===== src/rtl/ptimer_pkg.sv =====
package ptimer_pkg;
   localparam logic [1:0] REG_CTRL   = 2'd0;
   localparam logic [1:0] REG_RELOAD = 2'd1;
   localparam logic [1:0] REG_COUNT  = 2'd2;
   localparam logic [1:0] REG_DIV    = 2'd3;
   localparam int         CTRL_W     = 5;
   localparam int         IRQ_CLR_BIT = 5;

   typedef struct packed {
      logic evt_mode;   // bit 4
      logic gate_en;    // bit 3
      logic toggle;     // bit 2
      logic auto_rl;    // bit 1
      logic run;        // bit 0
   } ctrl_t;
endpackage


===== src/rtl/ptimer_sync.sv =====
module ptimer_sync #(
   parameter int STAGES = 2
) (
   input  logic clk,
   input  logic rst_n,
   input  logic din,
   output logic level,
   output logic rise
);
   generate
      if (STAGES < 2) begin : g_bad
         $error("ptimer_sync: STAGES must be at least 2");
      end
   endgenerate

   logic [STAGES:0] pipe_q;

   always_ff @(posedge clk) begin
      if (!rst_n) pipe_q <= '0;
      else        pipe_q <= {pipe_q[STAGES-1:0], din};
   end

   assign level = pipe_q[STAGES-1];
   assign rise  = pipe_q[STAGES-1] & ~pipe_q[STAGES];

   AST_RISE_SINGLE: assert property (@(posedge clk) disable iff (!rst_n)
      rise |=> !rise);
endmodule


===== src/rtl/ptimer_prescale.sv =====
module ptimer_prescale #(
   parameter int PRE_W = 8
) (
   input  logic             clk,
   input  logic             rst_n,
   input  logic             clr,
   input  logic             en,
   input  logic [PRE_W-1:0] div,
   output logic             tick
);
   generate
      if (PRE_W < 1) begin : g_bad
         $error("ptimer_prescale: PRE_W must be positive");
      end
   endgenerate

   logic [PRE_W-1:0] cnt_q;
   logic             wrap;

   assign wrap = (cnt_q >= div);
   assign tick = en && wrap;

   always_ff @(posedge clk) begin
      if (!rst_n || clr) cnt_q <= '0;
      else if (en)       cnt_q <= wrap ? '0 : cnt_q + 1'b1;
   end

   AST_PRESC_GAP: assert property (@(posedge clk) disable iff (!rst_n)
      (tick && div != '0 && !clr) |=> (!tick || div == '0));
endmodule


===== src/rtl/ptimer_core.sv =====
module ptimer_core #(
   parameter int CNT_W = 16
) (
   input  logic             clk,
   input  logic             rst_n,
   input  logic             adv,
   input  logic             load,
   input  logic [CNT_W-1:0] load_val,
   input  logic [CNT_W-1:0] reload,
   input  logic             auto_rl,
   input  logic             toggle,
   output logic [CNT_W-1:0] count,
   output logic             expire,
   output logic             pin
);
   localparam logic [CNT_W-1:0] ONE = CNT_W'(1);

   logic [CNT_W-1:0] count_q;
   logic             pin_q;

   assign expire = adv && (count_q <= ONE);
   assign count  = count_q;
   assign pin    = pin_q;

   always_ff @(posedge clk) begin
      if (!rst_n)      count_q <= '0;
      else if (load)   count_q <= load_val;
      else if (expire) count_q <= auto_rl ? reload : '0;
      else if (adv)    count_q <= count_q - 1'b1;
   end

   always_ff @(posedge clk) begin
      if (!rst_n)      pin_q <= 1'b0;
      else if (toggle) pin_q <= expire ? ~pin_q : pin_q;
      else             pin_q <= expire;
   end

   AST_COUNT_HOLD: assert property (@(posedge clk) disable iff (!rst_n)
      (!adv && !load) |=> $stable(count_q));
   AST_AUTO_RELOAD: assert property (@(posedge clk) disable iff (!rst_n)
      (expire && auto_rl && !load) |=> (count_q == $past(reload)));
endmodule


===== src/rtl/ptimer_top.sv =====
module ptimer_top #(
   parameter int DATA_W      = 16,
   parameter int CNT_W       = 16,
   parameter int PRE_W       = 8,
   parameter int SYNC_STAGES = 2
) (
   input  logic              clk,
   input  logic              rst_n,
   input  logic              wr_en,
   input  logic [1:0]        addr,
   input  logic [DATA_W-1:0] wdata,
   output logic [DATA_W-1:0] rdata,
   output logic              irq,
   output logic              tmr_out,
   input  logic              ext_in
);
   import ptimer_pkg::*;

   generate
      if (DATA_W < CNT_W || DATA_W < PRE_W || DATA_W <= IRQ_CLR_BIT) begin : g_bad
         $error("ptimer_top: DATA_W too narrow for the register fields");
      end
   endgenerate

   ctrl_t            ctrl_q;
   logic [CNT_W-1:0] reload_q;
   logic [PRE_W-1:0] div_q;
   logic             irq_q;
   logic             wr_ctrl, wr_reload, wr_div, clr_req;
   logic             ext_lvl, ext_rise, presc_en, ptick, adv, expire;
   logic [CNT_W-1:0] count;

   assign wr_ctrl   = wr_en && addr == REG_CTRL;
   assign wr_reload = wr_en && addr == REG_RELOAD;
   assign wr_div    = wr_en && addr == REG_DIV;
   assign clr_req   = wr_ctrl && wdata[IRQ_CLR_BIT];

   always_ff @(posedge clk) begin
      if (!rst_n)                           ctrl_q <= '0;
      else if (wr_ctrl)                     ctrl_q <= ctrl_t'(wdata[CTRL_W-1:0]);
      else if (expire && !ctrl_q.auto_rl)   ctrl_q.run <= 1'b0;
   end

   always_ff @(posedge clk) begin
      if (!rst_n) begin
         reload_q <= '0;
         div_q    <= '0;
         irq_q    <= 1'b0;
      end else begin
         if (wr_reload) reload_q <= wdata[CNT_W-1:0];
         if (wr_div)    div_q    <= wdata[PRE_W-1:0];
         if (expire)       irq_q <= 1'b1;
         else if (clr_req) irq_q <= 1'b0;
      end
   end

   ptimer_sync #(.STAGES(SYNC_STAGES)) u_sync (
      .clk(clk), .rst_n(rst_n), .din(ext_in), .level(ext_lvl), .rise(ext_rise));

   assign presc_en = ctrl_q.run && !ctrl_q.evt_mode && (!ctrl_q.gate_en || ext_lvl);

   ptimer_prescale #(.PRE_W(PRE_W)) u_presc (
      .clk(clk), .rst_n(rst_n), .clr(!ctrl_q.run), .en(presc_en),
      .div(div_q), .tick(ptick));

   assign adv = ctrl_q.run && (ctrl_q.evt_mode ? ext_rise : ptick);

   ptimer_core #(.CNT_W(CNT_W)) u_core (
      .clk(clk), .rst_n(rst_n), .adv(adv), .load(wr_reload),
      .load_val(wdata[CNT_W-1:0]), .reload(reload_q), .auto_rl(ctrl_q.auto_rl),
      .toggle(ctrl_q.toggle), .count(count), .expire(expire), .pin(tmr_out));

   assign irq = irq_q;

   always_comb begin
      unique case (addr)
         REG_CTRL:   rdata = DATA_W'(ctrl_q);
         REG_RELOAD: rdata = DATA_W'(reload_q);
         REG_COUNT:  rdata = DATA_W'(count);
         default:    rdata = DATA_W'(div_q);
      endcase
   end

   AST_IRQ_SET: assert property (@(posedge clk) disable iff (!rst_n)
      expire |=> irq);
   AST_IRQ_HOLD: assert property (@(posedge clk) disable iff (!rst_n)
      (irq && !clr_req) |=> irq);
   AST_ONESHOT_HALT: assert property (@(posedge clk) disable iff (!rst_n)
      (expire && !ctrl_q.auto_rl && !wr_ctrl) |=> !ctrl_q.run);
endmodule


===== config.mk =====
export PLATFORM = sky130hd
export DESIGN_NAME = ptimer_top
export DESIGN_NICKNAME = d
export VERILOG_FILES = /design/src/rtl/ptimer_pkg.sv /design/src/rtl/ptimer_sync.sv /design/src/rtl/ptimer_prescale.sv /design/src/rtl/ptimer_core.sv /design/src/rtl/ptimer_top.sv
export SDC_FILE = /design/constraint.sdc
export NUM_CORES = 1
export LEC_CHECK = 0
export CAP_MARGIN = 15
export CORE_MARGIN = 1.5
export CORE_UTILIZATION = 60
export CTS_BUF_LIST = sky130_fd_sc_hd__clkbuf_8 sky130_fd_sc_hd__clkbuf_16
export DETAILED_ROUTE_END_ITERATION = 6
export DONT_BUFFER_PORTS = 1
export PLACE_DENSITY = 0.82
export RECOVER_POWER = 100
export SLEW_MARGIN = 10
export SYNTH_ARGS = -nofsm -noshare
export SYNTH_HDL_FRONTEND = slang
export SYNTH_SLANG_ARGS = --single-unit

===== constraint.sdc =====
create_clock -name clk -period 5.11 [get_ports clk]
set_input_delay 1.2775 -clock clk [delete_from_list [all_inputs] [get_ports clk]]
set_output_delay 1.2775 -clock clk [all_outputs]
set_load 0.05 [all_outputs]

# Word-level counts from Yosys, hierarchy flattened

Index checks and enable logic that the tools add are counted.

Register bits after elaboration: 58
Input port bits: 22
Output and inout port bits: 18
Logic and storage cells: 57

Add/subtract/negate cells: 2
Order comparisons: 2
Equality and inequality tests: 4
Multiplexer cells: 13
Bitwise logic cells: 3
Reductions and logical operators: 21

Operators by type and width:

| cell                                                                               | number |
|---|---|
| 16-bit two-way mux                                                                 | 4 |
| 16-bit one-hot mux with 3 select lines                                             | 1 |
| 16-bit by 1-bit less-or-equal comparator with 1-bit output (second input constant) | 1 |
| 16-bit by 1-bit subtractor with 16-bit output (second input constant)              | 1 |
| 1-bit logical AND                                                                  | 10 |
| 8-bit by 1-bit adder with 8-bit output (second input constant)                     | 1 |
| 8-bit greater-or-equal comparator                                                  | 1 |
| 8-bit two-way mux                                                                  | 1 |
| 1-bit two-way mux                                                                  | 7 |
| 1-bit logical NOT                                                                  | 5 |
| 2-bit equality test (second input constant)                                        | 2 |
| 2-bit nonzero test                                                                 | 2 |
| 3-bit nonzero test                                                                 | 1 |
| 2-bit by 1-bit equality test with 1-bit output (second input constant)             | 1 |
| 2-bit logical NOT                                                                  | 1 |
| 1-bit logical OR                                                                   | 2 |
| 2-bit by 1-bit inequality test with 1-bit output (second input constant)           | 1 |
| 1-bit inverter                                                                     | 2 |
| 1-bit bitwise AND                                                                  | 1 |

# Logic depth before layout (Yosys ltp)

Gate-level depths: netlist of the first run.

Depth in word-level cells: 10
Depth in mapped cells: 10
Mapped depth without buffers: 8

# Modules after synthesis

From an unflattened synthesis of the first run, not the netlist that was laid out.

Cells, all modules: 380
Area, all modules: 3333.2 um^2

By module, submodules not included:

| module          | times used | cells an instance | area each (um^2) | sequential area each (um^2) |
|---|---|---|---|---|
| ptimer_top      | 1          | 151               | 1396.3           | 600.6 |
| ptimer_core     | 1          | 159               | 1253.7           | 340.3 |
| ptimer_prescale | 1          | 63                | 590.6            | 160.2 |
| ptimer_sync     | 1          | 7                 | 92.6             | 60.1 |

# Worst setup path after synthesis of the first run

OpenSTA, ideal clock, no wires.

Path kind: input port to output port
Start point: input port addr[0]
End point: output port rdata[4]
Arrival: 2.529 ns
Required time: 3.833 ns
Setup slack: 1.304 ns
Stages: 2
Buffers on the path: 1
Path through: clkbuf_1 mux4_1

Longest elaborated chain between the ends: 2
Elaborated cells between the ends (all ways): 4
Classes of those cells: eq/ne (2); mux (1); reduce/logical (1)

Ends and longest elaborated chain:

| element                                           | line             | text |
|---|---|---|
| start, declared                                   | ptimer_top.sv:10 | `input logic [1:0] addr,` |
| 2-bit equality test, or another cell as far along | ptimer_top.sv:76 | `unique case (addr)` |
| 16-bit one-hot mux with 3 select lines (*)        | ptimer_top.sv:76 |  |
| end, declared                                     | ptimer_top.sv:12 | `output logic [DATA_W-1:0] rdata,` |

Mark *: on every way between the ends. The rest lies on a longest branch, timed or not.

# Final worst setup path of the first run

Start point: input port addr[0]
End point: output port rdata[13]

The elaborated chain is that of the path after synthesis.

==> summary.md, run 1 <==
| Metric | Value |
|---|---|
| Outcome | finished, final reports clean |
| R2R cell count | 6 |
| Reg2reg setup slack | 1710 ps |
| Port buffer count | 0 |
| Total Wirelength | 8.42 mm |
| Tcrit/Tclk final | 76.0% |
| Final Hold Viols | 0 |
| H-tree level count | 3 |
| Fin nets | 429 |
| Placement row count | 27 |
| Vias | 3029 |
| Final ANT Viol Nets | 0 |
| Part of the Yosys area used for sequential elements | 34.3% |
| Vias/cell | 6.40 |
| Initial core utilization | 61.8% |
| Placed inst area | 3370 um2 |
| Clock sinks | 58 |
| Clk slew on worst S/H paths | 70 ps |
| Synthesized area | 3380 um2 |
| Diode count | 0 |
| Max_cap viols | 0 |
| Slew @ Worst Pin | 1040 ps |
| Dpl hpwl | 5.67 mm |
| Worst Path Arrival | 2600 ps |
| Met1 usage in global routing | 38.2% |
| Sum Neg Setup Slack | 0 ps |
| Synth warn | 0 |
| Max_slew headroom | 30.3% |
| Layout cells sized above 1 | 8.48% |
| Pin count of the biggest net entering global routing | 37 |
| Drt wl/cell | 17.8 um |
| Synth Flop Type | dfxtp_1 |
| Post-Synthesis Cells | 406 |
| Total congestion overflow | 0 |
| Die footprint | 6090 um2 |
| RSZ-0062 raised after global routing | no |
| Fillers | 473 |
| # resized after CTS | 0 |
| Die width | 78.1 um |
| RD Place Congestion | 0.835 |
| Core Footprint | 5470 um2 |
| Post-synth EDFFs | 0 |
| First-pass GRT wire length | 14.1 mm |
| Vias in the first global route | 2973 |
| P&R area growth vs syn | 5.51% |
| Critical path fanouts, max | 12 |
| Gr busiest metal | met2 |
| Place WS | 1490 ps |
| Ports | 40 |
| VDD IR max | 0.259 mV |
| Clock root cell | clkbuf_8 |
| M3 GR Usage | 6.16% |
| Syn avg cell area | 8.33 um2 |
| Initial antenna violation count | 0 |
| CP endpoint | rdata[13] |
| Reg2reg end | u_core.count[0]$_SDFFE_PN0P_ |
| Clock Path Buffers | 2 |
| Seq cells post-synth | 58 |
| CTS Buf Count | 9 |
| Starting DRT DRC Count | 205 |
| GR Util met2 | 46.0% |
| Residual DRC count | 0 |
| Post-route cell area | 3570 um2 |
| First drt pass iteration count | 4 |
| Crit Path Class | input port to primary output |
| Syn Nets | 439 |
| Post-CTS setup buffers | 0 |
| Final setup fails | 0 |
| CTS tree | done |
| Skew-Pair Late Insertion Delay | 350 ps |
| Clock Skews | 6.30 ps |
| CP Launch Point | addr[0] |
| Worst setup EP type | primary output |
| Minimum clock period | 3880 ps |
| Cell Pwr Density | 339 nW/um2 |
| Worst hold path class | flop to flop |
| Max Fclk | 258 MHz |
| Design Power | 0.00121 W |
| Total GRT Usage | 29.3% |
| Critical R2R Launch | u_core.count[4]$_SDFFE_PN0P_ |
| Pleak | 1.33 nW |
| Synth cell types | 62 |
| Final worst slack | 1230 ps |
| Slew Limit Fails | 0 |
| CP Launch Type | input port |
| Hold buffers post-CTS | 0 |
| Async set or reset register ratio after synthesis | 0% |
| Die Span Y | 78.1 um |
| Worst Path Required | 3830 ps |
==> flip-flops by register name, summed over array words and instances (netlist names) <==
register / flops
u_core.pin: 1
ctrl_q: 5
div_q: 8
irq: 1
u_presc.cnt_q: 8
u_core.count: 16
u_sync.pipe_q: 3
reload_q: 16
==> layout make-up <==
class	count	area (um2)	share of cell area, %
Timing Repair Buffer	5	26.3	0.737
Multi-Input combinational cell	310	2030	56.8
Inverter	12	45.0	1.26
Sequential cell	58	1160	32.5
Clock inverter	7	95.1	2.67
Tap cell	72	90.1	2.53
Clock buffer	9	124	3.47
==> per-layer routing <==
layer / share of wire (%) / vias to the layer above
met1: 44 / 1440
met2: 46 / 136
li1: - / 1433
met4: 2.1 / 0
met5: 0 / -
met3: 7.7 / 20
==> report_power, final <==
part           internal, W  total [W]  switching [W]
sequential        0.000470   0.000496      0.0000257
clock             0.000273   0.000475       0.000202
combinational    0.0000946   0.000238       0.000144
==> placed cells by master (no fill, tap or decap), types with 3 or more instances in the layout <==
master / n
xor2_1: 6
mux2_2: 3
inv_1: 12
nor2b_1: 3
and2_1: 3
clkbuf_8: 9
nor3_1: 8
nand3_1: 7
ha_1: 11
o31ai_1: 5
and2_0: 3
nor2_1: 39
clkinvlp_4: 3
or4_1: 3
o21ai_0: 15
xnor2_1: 11
clkbuf_1: 3
a22o_1: 11
a32o_1: 9
nand4_1: 6
nand2_1: 76
a211oi_1: 3
mux2i_1: 13
dfxtp_1: 58
mux4_2: 4
a21oi_1: 27
==> how the worst min path moves through the flow <==
stage                                             end                        start  slack (ps)  cells past startpoint
after floorplan           u_sync.pipe_q[1]$_SDFF_PN0_  u_sync.pipe_q[0]$_SDFF_PN0_         410                      1
after global placement    u_sync.pipe_q[1]$_SDFF_PN0_  u_sync.pipe_q[0]$_SDFF_PN0_         430                      1
after detailed placement  u_sync.pipe_q[1]$_SDFF_PN0_  u_sync.pipe_q[0]$_SDFF_PN0_         430                      1
after CTS                 u_sync.pipe_q[1]$_SDFF_PN0_  u_sync.pipe_q[0]$_SDFF_PN0_         450                      1
after global routing      u_sync.pipe_q[1]$_SDFF_PN0_  u_sync.pipe_q[0]$_SDFF_PN0_         480                      1
final                     u_sync.pipe_q[1]$_SDFF_PN0_  u_sync.pipe_q[0]$_SDFF_PN0_         460                      1
==> through the flow <==
stage / instances / hold slack [ps] / utilization (%)
after floorplan: 406 / 412 / -
after global placement: 456 / 427 / 61.5
after detailed placement: 456 / 430 / 61.5
after CTS: 472 / 451 / 65.5
after global routing: 473 / 482 / 65.2
final: 473 / 462 / 65.2
==> Yosys cell counts (all sizes together), types with 2 or more instances <==
| cell | count | area [um2] |
|---|---|---|
| a211o | 2 | 17.5 |
| a211oi | 3 | 22.5 |
| a21boi | 2 | 15.0 |
| a21o | 2 | 15.0 |
| a21oi | 27 | 135 |
| a22o | 11 | 96.3 |
| a31o | 2 | 17.5 |
| a32o | 9 | 90.1 |
| and2 | 6 | 40.0 |
| and3 | 2 | 12.5 |
| buf | 7 | 62.6 |
| clkbuf | 19 | 71.3 |
| dfxtp | 58 | 1160 |
| ha | 11 | 138 |
| inv | 11 | 41.3 |
| mux2 | 3 | 33.8 |
| mux2i | 13 | 130 |
| mux4 | 5 | 116 |
| nand2 | 76 | 285 |
| nand2b | 2 | 12.5 |
| nand3 | 7 | 40.0 |
| nand4 | 6 | 37.5 |
| nor2 | 39 | 154 |
| nor2b | 3 | 18.8 |
| nor3 | 10 | 60.1 |
| nor3b | 3 | 27.5 |
| nor4 | 3 | 33.8 |
| nor4b | 2 | 32.5 |
| o21ai | 15 | 75.1 |
| o221a | 2 | 22.5 |
| o22ai | 2 | 12.5 |
| o31ai | 5 | 37.5 |
| or3 | 2 | 12.5 |
| or4 | 3 | 22.5 |
| xnor2 | 11 | 96.3 |
| xor2 | 6 | 52.6 |
==> critical path, cell delays in order <==
cell	delay, ps
nor2b_1	300
clkbuf_1	470
a22o_1	550
==> logic make-up after synthesis <==
kind of cell / count (synthesis) / share of synthesized area (%)
DFF: 58 / 34.3
adders and majority gates: 11 / 4.07
buffers and inverters: 38 / 5.29
muxes: 21 / 8.29
and+or+nand+nor: 167 / 24.1
xor gates and xnor gates: 17 / 4.40
AOI/OAI and AO/OA: 94 / 19.5
Power figures use the tool's default switching activity.
==> inputs of run 2 (changes only) <==
ABC_AREA = 1   (was default)
clock period = 3.8 ns   (was 5.11 ns; I/O delays follow)
==> run 2 against run 1 <==
Critical endpoint is now rdata[7]; clock power is 22% higher; design area is 3.1% higher; combinational power is 12% higher; global-route usage up 1.4 points; core utilization rose by 2.0 points; largest cell class unchanged; worst setup slack worse by 860 ps; area after synthesis is 0.30% higher.
==> summary.md, run 2 <==
| Metric | Value |
|---|---|
| Port buffer count | 0 (unchanged) |
| P&R area growth vs syn | 8.41% |
| Fillers | 518 (+9.5%) |
| Slew Limit Fails | 0 (unchanged) |
| Synth cell types | 35 (-44%) |
| Reg2reg setup slack | 930 ps (-780 ps) |
| Worst Path Arrival | 2480 ps (-120 ps) |
| R2R cell count | 12 (+6) |
| Reg2reg end | ctrl_q[0]$_SDFFE_PN0P_ |
| Ports | 40 (unchanged) |
| Total congestion overflow | 0 (unchanged) |
| Slowest stage delay, CP | 680 ps (+130 ps) |
| Critical path fanouts, max | 17 (+5) |
| Clock sinks | 58 (unchanged) |
| Tcrit/Tclk final | 90.3% |
| Synth area leaders | dfxtp_1, nand2_1, a21oi_1 |
| Initial antenna violation count | 0 (unchanged) |
| Die width | 78.2 um (+0.14%) |
| CP Launch Point | addr[0] |
| Clk slew on worst S/H paths | 70 ps (about the same) |
| Initial core utilization | 62.0% (+0.18 points) |
| Synthesized area | 3390 um2 (+0.30%) |
| Hold path depth | 2 (+1) |
| RD Place Congestion | 0.900 (+7.9%) |
| Seq cells post-synth | 58 (unchanged) |
| CTS Buf Count | 9 (unchanged) |
| Core Footprint | 5470 um2 (unchanged) |
| CP Cell Sequence | inv_1 > nor2_2 > clkbuf_1 > nand2_1 > o221ai_1 > clkbuf_1 |
| Total GRT Usage | 30.7% (+1.4 points) |
| Max Fclk | 291 MHz |
| CTS tree | done |
| Drt wl/cell | 14.7 um (-18%) |
| Most common cell after layout, fill and taps aside | nand2_1 |
| Vias in the first global route | 3176 (+6.8%) |
| Post-Synthesis Cells | 515 (+27%) |
| Minimum clock period | 3430 ps |
| # resized after CTS | 0 (unchanged) |
| Cell Pwr Density | 407 nW/um2 (+20%) |
| Sum Neg Setup Slack | 0 ps (unchanged) |
| Final Hold Viols | 0 (unchanged) |
| Area of the multi-input gates | 1890 um2 (-6.7%) |
| Hold buffers post-CTS | 0 (unchanged) |
| Hold_sp | u_sync.pipe_q[0]$_SDFF_PN0_ |
| Crit Path Class | input port to primary output |
| Residual DRC count | 0 (unchanged) |
| Diode count | 0 (unchanged) |
| First-pass GRT wire length | 14.7 mm (+4.4%) |
| Place WS | 792 ps (-697 ps) |
| Worst setup EP type | primary output |
| Slowest stage cell, crit path | clkbuf_1 |
| Syn Nets | 548 (+25%) |
| Syn avg cell area | 6.58 um2 (-21%) |
| Layout cells sized above 1 | 7.01% (-1.5 points) |
| Vias/cell | 5.75 (-10%) |
| Async set or reset register ratio after synthesis | 0% (unchanged) |
| Vias | 3447 (+14%) |
| Pin count of the biggest net entering global routing | 35 (-5.4%) |
| Synth Flop Type | dfxtp_1 |
| Placed cells | 584 (+28%) |
| Commonest non-fill, non-tap cells in the layout | nand2_1, inv_1, dfxtp_1, a21oi_1, nor2_1 |
| VDD IR max | 0.293 mV (+13%) |
| Fin nets | 556 (+30%) |
| Worst hold path class | flop to flop |
| Total Wirelength | 8.81 mm (+4.5%) |
| Synth warn | 0 (unchanged) |
| Final setup fails | 0 (unchanged) |
| Post-synth EDFFs | 0 (unchanged) |
| First drt pass iteration count | 5 (+1) |
| Die footprint | 6110 um2 (+0.28%) |
| Skew-Pair Late Insertion Delay | 350 ps (about the same) |
| Commonest cells post-synth | nand2_1, inv_1, dfxtp_1 |
| Final worst slack | 368 ps (-860 ps) |
| Starting DRT DRC Count | 271 (+32%) |
| H-tree level count | 3 (unchanged) |
| Part of the Yosys area used for sequential elements | 34.2% (-0.10 points) |
| Post-Layout Cell Count | 600 (+27%) |
| Die Span Y | 78.2 um (+0.14%) |
| Max_slew headroom | 27.6% (-2.7 points) |
| Pleak | 1.61 nW (+21%) |
| Clock Skews | 10.4 ps (+4.15 ps) |
| CP Launch Type | input port |
| Placement row count | 27 (unchanged) |
| Worst Path Required | 2850 ps (-980 ps) |
| Cell mode on critical path | clkbuf_1 |
| Area share of the largest cell type after synthesis | 34.2% (-0.10 points) |
| RSZ-0062 raised after global routing | no |
| Dpl hpwl | 6.13 mm (+8.2%) |
| Final ANT Viol Nets | 0 (unchanged) |
| Outcome | finished, final reports clean |
| Most numerous cell in the Yosys netlist | nand2_1 |
| Worst Hold End | u_sync.pipe_q[1]$_SDFF_PN0_ |
| Clock Path Buffers | 2 (unchanged) |
| Largest area contributor in the netlist | dfxtp_1 |
| Max_cap viols | 0 (unchanged) |
| Post-CTS setup buffers | 0 (unchanged) |
| Slew @ Worst Pin | 1080 ps (+40.0 ps) |
| Critical R2R Launch | u_presc.cnt_q[3]$_SDFFE_PP0P_ |
| Clock root cell | clkbuf_8 |
| FF/Latch Area | 1160 um2 (unchanged) |
==> run 2: cell count changes in the layout (fill, tap and decap cells not counted), moves of 9 or more <==
cell and delta:
a22o_1 -11, a32o_1 -9, nand3_1 +17, nand2_1 +69, inv_1 +53, o21ai_0 +13, a21oi_1 +28, mux2i_1 -13
xnor2_1 -9
==> run 2: area by class of cell <==
class / instances / share of cell area [%]
clock inverter: 5 / 1.26
multi-input combinational: 373 / 51.4
sequential: 58 / 31.6
clock buffer: 11 / 4.12
inverter: 66 / 6.74
timing repair buffer: 15 / 2.45
tap: 72 / 2.45
==> run 2: through the flow <==
stage | hold slack (ps) | cell area (um2) | util (%) | power, W
CTS | 421 | 3710 | 67.8 | 0.00150
detailed placement | 402 | 3510 | 64.2 | 0.000930
global placement | 398 | 3510 | 64.2 | 0.000925
finish | 414 | 3680 | 67.2 | 0.00150
floorplan | 390 | 3390 | - | 0.000877
global route | 445 | 3680 | 67.2 | 0.00156
==> run 2: per-layer routing <==
metal  vias up  global-route usage [%]  wire length [um]
met5         -                       0                 0
met4         0                    11.6               150
met3        16                    8.02               808
met2       159                    49.4              4040
met1      1587                    39.5              3810
li1       1685                       -                 -
==> run 2: worst max path at each step <==
stage,endpoint
final,rdata[7]
after floorplan,rdata[10]
after CTS,rdata[2]
after global placement,rdata[2]
after global routing,rdata[7]
after detailed placement,rdata[2]
==> run 2: logic make-up (layout without fill, tap and decap cells) <==
family / count (synthesis) / count (layout) / synth area share (%)
flip-flops: 58 / 58 / 34.2
AND/OR/NAND/NOR: 239 / 239 / 30.4
AO/OA/AOI/OAI: 111 / 111 / 18.6
adder cells (fa/ha/maj): 11 / 11 / 4.06
buffers and inverters: 84 / 97 / 9.67
XOR/XNOR: 12 / 12 / 3.10
==> run 2: worst max-delay path: cells and delay by family <==
family,cells,cell delay [ps]
AND/OR/NAND/NOR,2,180
buffers and inverters,3,1220
AO/OA/AOI/OAI,1,130
==> run 2: power breakdown <==
part | internal, W | switching (W) | total [W]
sequential | 0.000630 | 0.0000227 | 0.000653
combinational | 0.0000842 | 0.000181 | 0.000266
clock | 0.000331 | 0.000248 | 0.000579
total | 0.00105 | 0.000452 | 0.00150
